**src/rtl/sync_rx_pkg.sv**
```systemverilog
`timescale 1ns/1ps
package sync_rx_pkg;
  typedef enum logic [1:0] {
    RX_IDLE = 2'd0,
    RX_RUN  = 2'd1,
    RX_HOLD = 2'd2
  } rx_state_e;
endpackage

```
**src/rtl/sync_rx_clkdiv.sv**
```systemverilog
`timescale 1ns/1ps
// Shift-clock phase generator: HALF_DIV system cycles per half period.
module sync_rx_clkdiv #(
  parameter int HALF_DIV = 4
) (
  input  logic clk,
  input  logic rst_n,
  input  logic restart_i,
  input  logic run_i,
  output logic phase_o,
  output logic lead_o,
  output logic trail_o
);
  localparam int CW = (HALF_DIV > 1) ? $clog2(HALF_DIV) : 1;
  localparam logic [CW-1:0] LAST = CW'(HALF_DIV - 1);

  logic [CW-1:0] div_q, div_d;
  logic          ph_q, ph_d;
  logic          wrap;

  assign wrap    = (div_q == LAST);
  assign lead_o  = run_i && wrap && !ph_q;
  assign trail_o = run_i && wrap && ph_q;
  assign phase_o = ph_q;

  always_comb begin
    div_d = div_q;
    ph_d  = ph_q;
    if (restart_i) begin
      div_d = '0;
      ph_d  = 1'b0;
    end else if (run_i) begin
      if (wrap) begin
        div_d = '0;
        ph_d  = ~ph_q;
      end else begin
        div_d = div_q + 1'b1;
      end
    end
  end

  always_ff @(posedge clk or negedge rst_n) begin
    if (!rst_n) begin
      div_q <= '0;
      ph_q  <= 1'b0;
    end else begin
      div_q <= div_d;
      ph_q  <= ph_d;
    end
  end
endmodule

```
**src/rtl/sync_rx_shifter.sv**
```systemverilog
`timescale 1ns/1ps
// MSB-first input shift register with bit counter and short-word alignment.
module sync_rx_shifter #(
  parameter int W = 8
) (
  input  logic         clk,
  input  logic         rst_n,
  input  logic         clr_i,
  input  logic         cnt_clr_i,
  input  logic         sample_i,
  input  logic         advance_i,
  input  logic         phase_i,
  input  logic         sd_i,
  output logic [W-1:0] shreg_o,
  output logic [W-1:0] aligned_o,
  output logic         last_o,
  output logic         any_o
);
  localparam int BCW = $clog2(W);
  localparam logic [BCW-1:0] LASTBIT = BCW'(W - 1);
  localparam logic [BCW:0]   WL      = (BCW+1)'(W);

  logic [W-1:0]   sh_q, sh_d;
  logic [BCW-1:0] cnt_q, cnt_d;
  logic [BCW:0]   nsamp;

  assign last_o    = (cnt_q == LASTBIT);
  assign nsamp     = {1'b0, cnt_q} + {{BCW{1'b0}}, phase_i};
  assign any_o     = (nsamp != '0);
  assign aligned_o = sh_q << (WL - nsamp);
  assign shreg_o   = sh_q;

  always_comb begin
    sh_d = sh_q;
    if (clr_i) begin
      sh_d = '0;
    end else if (sample_i) begin
      sh_d = {sh_q[W-2:0], sd_i};
    end
  end

  always_comb begin
    cnt_d = cnt_q;
    if (clr_i || cnt_clr_i) begin
      cnt_d = '0;
    end else if (advance_i && !last_o) begin
      cnt_d = cnt_q + 1'b1;
    end
  end

  always_ff @(posedge clk or negedge rst_n) begin
    if (!rst_n) begin
      sh_q  <= '0;
      cnt_q <= '0;
    end else begin
      sh_q  <= sh_d;
      cnt_q <= cnt_d;
    end
  end
endmodule

```
**src/rtl/sync_rx_buffer.sv**
```systemverilog
`timescale 1ns/1ps
// Single-entry receive buffer with active-low ready flag and interrupt pulse.
module sync_rx_buffer #(
  parameter int W = 8
) (
  input  logic         clk,
  input  logic         rst_n,
  input  logic         load_i,
  input  logic [W-1:0] data_i,
  input  logic         rd_i,
  input  logic         irq_en_i,
  output logic [W-1:0] data_o,
  output logic         full_o,
  output logic         irq_o
);
  logic [W-1:0] buf_q, buf_d;
  logic         full_q, full_d;
  logic         irq_q, irq_d;

  always_comb begin
    buf_d  = buf_q;
    full_d = full_q;
    irq_d  = 1'b0;
    if (load_i) begin
      buf_d  = data_i;
      full_d = 1'b1;
      irq_d  = irq_en_i;
    end else if (rd_i) begin
      full_d = 1'b0;
    end
  end

  always_ff @(posedge clk or negedge rst_n) begin
    if (!rst_n) begin
      buf_q  <= '0;
      full_q <= 1'b0;
      irq_q  <= 1'b0;
    end else begin
      buf_q  <= buf_d;
      full_q <= full_d;
      irq_q  <= irq_d;
    end
  end

  assign data_o = buf_q;
  assign full_o = full_q;
  assign irq_o  = irq_q;
endmodule

```
**src/rtl/sync_rx_stall.sv**
```systemverilog
`timescale 1ns/1ps
module sync_rx_stall #(
  parameter int DATA_W   = 8,
  parameter int HALF_DIV = 4
) (
  input  logic              clk,
  input  logic              rst_n,
  input  logic              halt_i,
  input  logic              sample_fall_i,
  input  logic              sd_i,
  output logic              sck_o,
  input  logic              rd_i,
  input  logic              irq_en_i,
  output logic [DATA_W-1:0] rx_data_o,
  output logic              ready_n_o,
  output logic              irq_o
);
  import sync_rx_pkg::*;

  rx_state_e         state_q, state_d;
  logic              restart, run_en, phase, lead, trail;
  logic              sh_clr, cnt_clr, last_bit, any_bit;
  logic              load;
  logic [DATA_W-1:0] shreg, aligned, ld_data;
  logic              full;
  logic              hold_w;

  assign run_en = (state_q == RX_RUN) && !halt_i;
  assign hold_w = (state_q == RX_HOLD);

  sync_rx_clkdiv #(.HALF_DIV(HALF_DIV)) u_div (
    .clk       (clk),
    .rst_n     (rst_n),
    .restart_i (restart),
    .run_i     (run_en),
    .phase_o   (phase),
    .lead_o    (lead),
    .trail_o   (trail)
  );

  sync_rx_shifter #(.W(DATA_W)) u_shf (
    .clk       (clk),
    .rst_n     (rst_n),
    .clr_i     (sh_clr),
    .cnt_clr_i (cnt_clr),
    .sample_i  (lead),
    .advance_i (trail),
    .phase_i   (phase),
    .sd_i      (sd_i),
    .shreg_o   (shreg),
    .aligned_o (aligned),
    .last_o    (last_bit),
    .any_o     (any_bit)
  );

  sync_rx_buffer #(.W(DATA_W)) u_buf (
    .clk      (clk),
    .rst_n    (rst_n),
    .load_i   (load),
    .data_i   (ld_data),
    .rd_i     (rd_i),
    .irq_en_i (irq_en_i),
    .data_o   (rx_data_o),
    .full_o   (full),
    .irq_o    (irq_o)
  );

  // Control: next state and buffer transfers
  always_comb begin
    state_d = state_q;
    restart = 1'b0;
    sh_clr  = 1'b0;
    cnt_clr = 1'b0;
    load    = 1'b0;
    ld_data = shreg;
    unique case (state_q)
      RX_IDLE: begin
        if (!halt_i) begin
          state_d = RX_RUN;
          restart = 1'b1;
          sh_clr  = 1'b1;
        end
      end
      RX_RUN: begin
        if (halt_i) begin
          state_d = RX_IDLE;
          if (any_bit) begin
            load    = 1'b1;
            ld_data = aligned;
          end
        end else if (trail && last_bit) begin
          if (!full) begin
            load    = 1'b1;
            cnt_clr = 1'b1;
          end else begin
            state_d = RX_HOLD;
          end
        end
      end
      RX_HOLD: begin
        if (halt_i) begin
          state_d = RX_IDLE;
          load    = 1'b1;
        end else if (!full) begin
          state_d = RX_RUN;
          load    = 1'b1;
          cnt_clr = 1'b1;
        end
      end
      default: state_d = RX_IDLE;
    endcase
  end

  always_ff @(posedge clk or negedge rst_n) begin
    if (!rst_n) begin
      state_q <= RX_IDLE;
    end else begin
      state_q <= state_d;
    end
  end

  assign sck_o     = sample_fall_i ^ ((state_q == RX_RUN) && phase);
  assign ready_n_o = ~full;
endmodule


```
**config.mk**
```make
export PLATFORM = sky130hd
export DESIGN_NAME = sync_rx_stall
export DESIGN_NICKNAME = d
export VERILOG_FILES = /design/src/rtl/sync_rx_pkg.sv /design/src/rtl/sync_rx_clkdiv.sv /design/src/rtl/sync_rx_shifter.sv /design/src/rtl/sync_rx_buffer.sv /design/src/rtl/sync_rx_stall.sv
export SDC_FILE = /design/constraint.sdc
export NUM_CORES = 1
export LEC_CHECK = 0
export CAP_MARGIN = 0
export CORE_ASPECT_RATIO = 0.75
export CORE_MARGIN = 2
export CORE_UTILIZATION = 40
export CTS_CLUSTER_SIZE = 8
export DETAILED_ROUTE_END_ITERATION = 7
export DONT_BUFFER_PORTS = 1
export SYNTH_ARGS = -nofsm -noshare
export SYNTH_HDL_FRONTEND = slang
export SYNTH_SLANG_ARGS = --single-unit
```
**constraint.sdc**
```tcl
create_clock -name clk -period 3.55 [get_ports clk]
set_input_delay 1.065 -clock clk [delete_from_list [all_inputs] [get_ports clk]]
set_output_delay 1.065 -clock clk [all_outputs]
set_load 0.02 [all_outputs]
```
---- Yosys cells after proc, flatten, opt, wreduce, memory -nomap -nowiden ----
Index checks and enable logic that the tools add are counted.
Widths: inputs -> output; s select.
cells by class
  add/sub/neg operators ................... 4
  eq/ne operators ......................... 8
  shift operators ......................... 1
  multiplexer cells ....................... 34
  bitwise gates (word level) .............. 3
  reduce and logical (&&, ||, !) cells .... 20
operator list
  operator             count
  $mux 8               5
  $mux 2               9
  $mux 1               15
  $reduce_bool 2->1    5
  $shl 8x4->8          1
  $logic_and 1x1->1    7
  $mux 3               2
  $ne 3x2->1 const B   2
  $pmux 2 s3           1
  $add 3x1->4          1
  $eq 2x2->1 const B   2
  $pmux 1 s2           2
  $reduce_and 4->1     1
  $reduce_bool 4->1    1
  $sub 4x4->4 const A  1
  $add 3x1->3 const B  1
  $eq 3x3->1 const B   1
  $logic_not 1->1      3
  $ne 3x3->1 const B   1
  $add 2x1->2 const B  1
  $eq 2x1->1 const B   1
  $logic_not 2->1      1
  $ne 2x2->1 const B   1
  $not 1->1            2
  other kinds (3)      3
storage, ports and cells
  bits in registers ....................... 26
  input port bits ......................... 7

---- Depth between registers and ports, before layout ----
Gate-level depths: netlist (run 1).
  word-level depth ........................ 10
  gate-level depth with buffers ........... 10

---- By module ----
Synthesis (run 1) repeated with hierarchy kept, for this count alone.
second synthesis, totals
  cell total of the unflattened synthesis .. 169
  area, all modules ....................... 1803.0 um2
by module, submodules not included
  module           times used  cells an instance  area an instance (um2)  seq. area each (um2)
  sync_rx_shifter  1           92                 889.6                   275.3
  sync_rx_buffer   1           22                 401.6                   250.2
  sync_rx_stall    1           40                 351.6                   50.0
  sync_rx_clkdiv   1           15                 160.2                   75.1

---- Worst setup path before layout (run 1) ----
OpenSTA, ideal clock, no wires.
  path type ............................... input-to-output
  start point ............................. in sample_fall_i
  end point ............................... out sck_o
  data arrival time ....................... 1.447 ns
  data required time ...................... 2.485 ns
  slack ................................... 1.038 ns
  stages on the path ...................... 1
  buffers on the path ..................... 0
  path through ............................ xnor2_1
between the ends
  longest elaborated chain between the ends .. 1
ends and longest elaborated chain
  what                line                  RTL
  start: declaration  sync_rx_stall.sv:9    input logic sample_fall_i,
  $xor 1x1->1         sync_rx_stall.sv:122  assign sck_o = sample_fall_i ^ ((state_q == RX_RUN) && phase);
  end: declaration    sync_rx_stall.sv:11   output logic sck_o,
Every way passes these cells.

---- Final worst setup path (run 1) ----
  start point ............................. reg state_q[1]
  end point ............................... out sck_o
between the ends
  longest elaborated chain between the ends .. 3
ends and longest elaborated chain
  what                      line                  RTL
  start: declaration        sync_rx_stall.sv:20   rx_state_e state_q, state_d;
  start signal: assignment  sync_rx_stall.sv:118  state_q <= state_d;
  $eq 2x1->1                sync_rx_stall.sv:122
  $logic_and 1x1->1         sync_rx_stall.sv:122
  $xor 1x1->1               sync_rx_stall.sv:122
Every way passes these cells.

==> flow_metrics.py, run 1 <==
metrics = {
    "setup_path": {
        "path_class": "register to primary output",
        "cp_max_fo": 10,
        "worstSetupPathDepth": 4,
        "reg2reg_to": "u_buf.data_o[4]$_DFFE_PN0P_",
        "r2r_start": "u_div.phase_o$_DFFE_PN0P_",
        "r2r_setup_slack_ns": 0.77,
        "startpoint": "state_q[1]$_DFFE_PN0P_",
        "endpoint": "sck_o",
        "critPathTopFamily": "flip-flops",
        "startpoint_type": "register",
        "max_stage_delay_ns": 0.42,
        "r2r_cells": 8,
        "crit_chain": "inv_1 -> ha_1 -> nand2_1 -> xnor2_1",
        "cp_slowest_cell": "dfrtp_1",
        "end_kind": "primary output",
        "cp_num_buf_inv": 1,
        "required_ns": 2.48,
        "crit_arrival_ns": 1.71,
    },
    "floorplan": {
        "die_area_um2": 4870,
        "start_util_pct": 42.1,
        "die_x_um": 79.9,
        "io_pins": 18,
        "rows": 20,
        "dieHeight_um": 60.9,
        "core_um2": 4100,
    },
    "final_layout": {
        "final_cell_mix": "dfrtp_1 (26), nand2_1 (24), nor2_1 (19)",
        "insertedDiodeCount": 0,
        "area_growth_pct": 3.84,
        "layout_commonest_cell": "dfrtp_1",
        "nets": 204,
        "drive_above_1_share_pct": 9.68,
    },
    "detailed_routing": {
        "drc": 0,
        "first_iter_violations": 146,
        "vias": 1378,
        "wl_per_cell_um": 15.4,
        "dr.pass1.iters": 4,
        "drt.antenna.violating_nets": 0,
        "wl_mm": 3.72,
        "viasPerCell": 5.72,
    },
    "clock_tree": {
        "holdBufCountCts": 0,
        "ctsResizeCount": 0,
        "clock_path_buffers": 2,
        "insertion_delay_ns": 0.27,
        "clock-sinks": 26,
        "postCtsSetupBuffers": 0,
        "cts.reportedPaths.clkPinSlew_ns": 0.09,
        "numCtsBuffers": 3,
        "cts_root_buffer": "clkbuf_8",
        "htreeDepth": 1,
        "cts_tree": "done",
    },
    "hold_path": {
        "hold_path.class": "input pin to asynchronous set/reset pin",
    },
    "global_route": {
        "grt_max_degree": 27,
        "grtUsageTotal_pct": 17.2,
        "grt_pass1_vias": 1363,
        "grt_pass1_wl_mm": 6.50,
        "overflow": 0,
        "antenna_found_initial": 0,
    },
    "sta": {
        "period_share_pct": 78.3,
        "slew_violations": 0,
        "fin_crit_ns": 2.78,
        "maxSlewHeadroom_pct": 51.4,
        "rsz0062_at_grt": "no",
        "fin_setup_tns_ns": 0,
        "setup_violations": 0,
        "fmax_ghz": 0.360,
        "hold_viol": 0,
        "whs_ns": 0.475,
        "worst_slew_pin_slew_ns": 0.724,
        "clock_skew_ns": 0.00693,
    },
    "logic_synthesis": {
        "syn_area_per_cell_um2": 9.09,
        "synth_edf_count": 0,
        "ys.flop_type": "dfrtp_1",
        "netlist-cell-type-count": 45,
        "synthesis.nets": 207,
        "yosysSeqAreaShare_pct": 37.7,
        "syn_inst": 190,
        "ys_warn_count": 0,
        "netlist_area_um2": 1730,
        "ys_seq_elements": 26,
        "async_flop_share_pct": 100,
    },
    "power": {
        "ir_drop_mv": 0.274,
        "p_per_area_nw_per_um2": 580,
        "power.leakage_uw": 0.000729,
        "pwr-share-clk_pct": 18.5,
        "comb_power_share_pct": 33.8,
        "p_int_uw": 606,
        "power.total_uw": 1040,
        "p_sw_uw": 434,
        "pwr-share-seq_pct": 47.7,
        "swShare_pct": 41.7,
    },
    "place": {
        "gp_congestion": 0.903,
        "place_hpwl_mm": 2.82,
        "port_buffers": 0,
    },
    "run": {
        "maxCapViolCount": 0,
    },
    "status": {
        "status": "complete, no violations",
    },
}
[worst register-to-register path, stage by stage, from the launching register on]
cell,delay [ns]
dfrtp_1,0.46
ha_1,0.58
inv_1,0.16
ha_1,0.29
nor3b_1,0.18
a311o_2,0.43
a21boi_4,0.38
nor2_1,0.07
a31oi_1,0.16
[cells by family after synthesis]
group	after synthesis	synth area share (%)
XOR/XNOR	4	2.46
flip-flops	26	37.7
buffers and inverters	18	5.50
adder cells (fa/ha/maj)	10	7.24
AND/OR/NAND/NOR	67	18.2
multiplexers	14	9.05
AO/OA/AOI/OAI	51	19.9
[per-layer routing]
layer  vias to the layer above  part of all wire, %  GRT usage (%)
met5                         -                    0              0
met4                         0                  2.3           5.81
li1                        664                    -              -
met1                       674                   47           23.4
met3                         6                  5.2           4.17
met2                        34                   45           27.1
[power by group through the flow]
stage	Sequential [µW]	Clock, µW	Combinational [µW]
global placement	497	0	336
CTS	497	203	351
floorplan	483	0	296
finish	496	193	351
detailed placement	503	0	349
global route	509	216	394
[how the worst min path moves through the flow]
stage                                              to                       start  cells past startpoint  slack, ns
after CTS                 u_buf.data_o[5]$_DFFE_PN0P_                       rst_n                      0       0.46
after floorplan            u_div.div_q[0]$_DFFE_PN0P_  u_div.div_q[0]$_DFFE_PN0P_                      1       0.46
after global placement     u_div.div_q[0]$_DFFE_PN0P_  u_div.div_q[0]$_DFFE_PN0P_                      1       0.48
after detailed placement   u_div.div_q[0]$_DFFE_PN0P_  u_div.div_q[0]$_DFFE_PN0P_                      1       0.49
after global routing      u_buf.data_o[6]$_DFFE_PN0P_                       rst_n                      0       0.45
final                     u_buf.data_o[1]$_DFFE_PN0P_                       rst_n                      0       0.48
[final cells by class]
cell class	instances	area, µm²
Clock buffer	4	55.1
Sequential cell	26	651
Inverter	10	37.5
Tap cell	55	68.8
Fill cell	428	2310
Multi-Input combinational cell	146	982
[registers in the layout (all words and copies together), names as in the netlist]
name           count
u_buf.data_o       8
u_shf.shreg_o      8
state_q            2
u_shf.cnt_q        3
u_div.div_q        2
u_buf.full_o       1
u_buf.irq_o        1
u_div.phase_o      1
[cells in the mapped netlist, types with 2 or more instances]
| master | instances | area, µm² |
|---|---|---|
| dfrtp_1 | 26 | 651 |
| nand2_1 | 24 | 90.1 |
| nor2_1 | 19 | 71.3 |
| o21ai_0 | 16 | 80.1 |
| a21oi_1 | 11 | 55.1 |
| ha_1 | 10 | 125 |
| inv_1 | 10 | 37.5 |
| mux2i_1 | 10 | 100 |
| a31oi_1 | 9 | 56.3 |
| nand3_1 | 7 | 35.0 |
| a22oi_1 | 3 | 22.5 |
| clkbuf_1 | 3 | 11.3 |
| mux2_2 | 3 | 33.8 |
| nor3b_1 | 3 | 22.5 |
| buf_2 | 2 | 10.0 |
| buf_6 | 2 | 22.5 |
| nor2b_1 | 2 | 12.5 |
| nor3_1 | 2 | 10.0 |
| xnor2_1 | 2 | 17.5 |
[metrics by stage]
step | cell area [µm²] | util (%) | setup slack (ns) | std cells
after CTS | 1790 | 43.7 | 0.756 | 241
after global placement | 1740 | 42.4 | 0.902 | 237
after global routing | 1790 | 43.7 | 0.458 | 241
after floorplan | 1730 | - | 1.04 | 190
after detailed placement | 1740 | 42.4 | 0.804 | 237
final | 1790 | 43.7 | 0.772 | 241
(Power assumes the default switching activity.)
==> run 2: changes to the inputs <==
==> constraint.sdc (replaced) <==
create_clock -name clk -period 2.55 [get_ports clk]
set_input_delay 0.765 -clock clk [delete_from_list [all_inputs] [get_ports clk]]
set_output_delay 0.765 -clock clk [all_outputs]
set_load 0.02 [all_outputs]
==> flow_metrics.py, run 2 (same netlist as run 1, synthesis figures left out) <==
metrics = {
    "floorplan": {
        "dieHeight_um": 60.9,
        "die_x_um": 79.9,
        "start_util_pct": 42.1,
        "io_pins": 18,
        "rows": 20,
        "core_um2": 4100,
        "die_area_um2": 4870,
    },
    "global_route": {
        "grt_pass1_vias": 1373,
        "grtUsageTotal_pct": 17.2,
        "overflow": 0,
        "antenna_found_initial": 0,
        "grt_pass1_wl_mm": 6.47,
        "grt_max_degree": 27,
    },
    "setup_path": {
        "max_stage_delay_ns": 0.40,
        "cp_slowest_cell": "dfrtp_1",
        "startpoint_type": "register",
        "required_ns": 2.70,
        "crit_arrival_ns": 2.55,
        "path_class": "register to register",
        "cp_num_buf_inv": 1,
        "r2r_cells": 9,
        "end_kind": "register",
        "r2r_setup_slack_ns": 0.14,
        "cp_max_fo": 6,
        "cpMostUsedCell": "ha_4",
        "crit_chain": "ha_1 -> ha_4 -> inv_1 -> ha_4 -> xor2_1 -> xnor2_2 -> mux2_2 -> nand3_1 -> a31oi_1",
        "critPathTopFamily": "adder cells",
        "reg2reg_to": "u_buf.data_o[4]$_DFFE_PN0P_",
        "r2r_start": "u_shf.cnt_q[0]$_DFFE_PN0P_",
        "startpoint": "u_shf.cnt_q[0]$_DFFE_PN0P_",
    },
    "clock_tree": {
        "holdBufCountCts": 0,
        "insertion_delay_ns": 0.27,
        "cts_root_buffer": "clkbuf_8",
        "numCtsBuffers": 3,
        "clock_path_buffers": 2,
        "htreeDepth": 1,
        "cts_tree": "done",
        "cts.reportedPaths.clkPinSlew_ns": 0.09,
        "clock-sinks": 26,
    },
    "final_layout": {
        "seq_area_um2": 651,
        "fin_util_pct": 45.4,
        "drive_above_1_share_pct": 13.5,
        "nets": 210,
        "fin_area_um2": 1860,
        "fillers": 398,
        "final_cell_mix": "dfrtp_1 (26), nand2_1 (24), nor2_1 (19)",
        "multiInputGateArea_um2": 1010,
        "area_growth_pct": 7.89,
        "insertedDiodeCount": 0,
        "layout_commonest_cell": "dfrtp_1",
    },
    "sta": {
        "fin_crit_ns": 2.41,
        "hold_viol": 0,
        "fin_setup_tns_ns": 0,
        "setup_violations": 0,
        "worst_slew_pin_slew_ns": 0.598,
        "clock_skew_ns": 0.00418,
        "slew_violations": 0,
        "fmax_ghz": 0.416,
        "maxSlewHeadroom_pct": 60.0,
        "period_share_pct": 94.3,
    },
    "detailed_routing": {
        "wl_per_cell_um": 15.7,
        "viasPerCell": 5.75,
        "dr.pass1.iters": 4,
        "drt.antenna.violating_nets": 0,
        "vias": 1420,
        "drc": 0,
        "first_iter_violations": 110,
        "wl_mm": 3.87,
    },
    "place": {
        "port_buffers": 0,
        "gp_congestion": 0.865,
        "place_area_um2": 1780,
        "place_hpwl_mm": 2.95,
    },
    "status": {
        "status": "complete, no violations",
    },
    "power": {
        "p_per_area_nw_per_um2": 787,
        "power.leakage_uw": 0.000758,
        "ir_drop_mv": 0.394,
    },
    "run": {
        "maxCapViolCount": 0,
    },
    "hold_path": {
        "hold_path.class": "input pin to asynchronous set/reset pin",
    },
}
## run 2: timing repair
| item | CTS | global route |
|---|---|---|
| buffers inserted | 0 | 1 |
| endpoints found under the hold margin | 0 | 0 |
| endpoints found under the setup margin | 0 | 7 |
| gates resized for setup | 0 | 3 |
## run 2: metrics by stage
stage | setup WS (ns) | std cells | hold WS [ns] | total power (µW)
2_1_floorplan | 0.147 | 190 | 0.457 | 1080
3_3_place_gp | 0.0931 | 242 | 0.470 | 1180
3_5_place_dp | 0.0171 | 242 | 0.470 | 1200
4_1_cts | 0.00348 | 246 | 0.165 | 1480
5_1_grt | -0.00709 | 247 | 0.148 | 1580
6_report | 0.145 | 247 | 0.174 | 1470
## run 2: worst reg2reg max path: cells and delay by family (launching register included)
kind / cells / cell delay (ns)
buf+inv: 1 / 0.06
compound gates: 1 / 0.09
xor+xnor: 2 / 0.57
fa+ha+maj: 3 / 0.69
simple gates: 1 / 0.08
mux: 1 / 0.39
flops: 1 / 0.40
## run 2: final cells by class
cell class,instances,area share [%]
well taps,55,3.69
clock buffers,4,2.95
repair buffers,6,2.42
flip-flops and latches,26,34.9
multi-input cells,146,54.0
inverters,10,2.01
## run 2: where the power goes
group	internal (µW)	switching, µW	leakage (µW)	total, µW
Sequential	519	168	0.000344	687
Clock	138	132	0.0000288	270
Combinational	206	305	0.000386	511
Total	863	605	0.000758	1470
## run 2: worst max path at each step
stage | to | cells past startpoint | slack, ns
finish | u_buf.data_o[4]$_DFFE_PN0P_ | 9 | 0.14
global route | u_buf.data_o[4]$_DFFE_PN0P_ | 9 | -0.007
CTS | u_buf.data_o[6]$_DFFE_PN0P_ | 9 | 0.003
detailed placement | u_buf.data_o[6]$_DFFE_PN0P_ | 9 | 0.02
global placement | u_buf.data_o[6]$_DFFE_PN0P_ | 9 | 0.09
floorplan | u_buf.data_o[4]$_DFFE_PN0P_ | 9 | 0.15
## run 2: metal layers
metal / global-route usage [%] / vias up / part of all wire (%)
li1: - / 676 / -
met1: 23.7 / 696 / 49
met2: 27.3 / 41 / 45
met3: 4.32 / 7 / 5.1
met4: 4.84 / 0 / 1.1
met5: 0 / - / 0
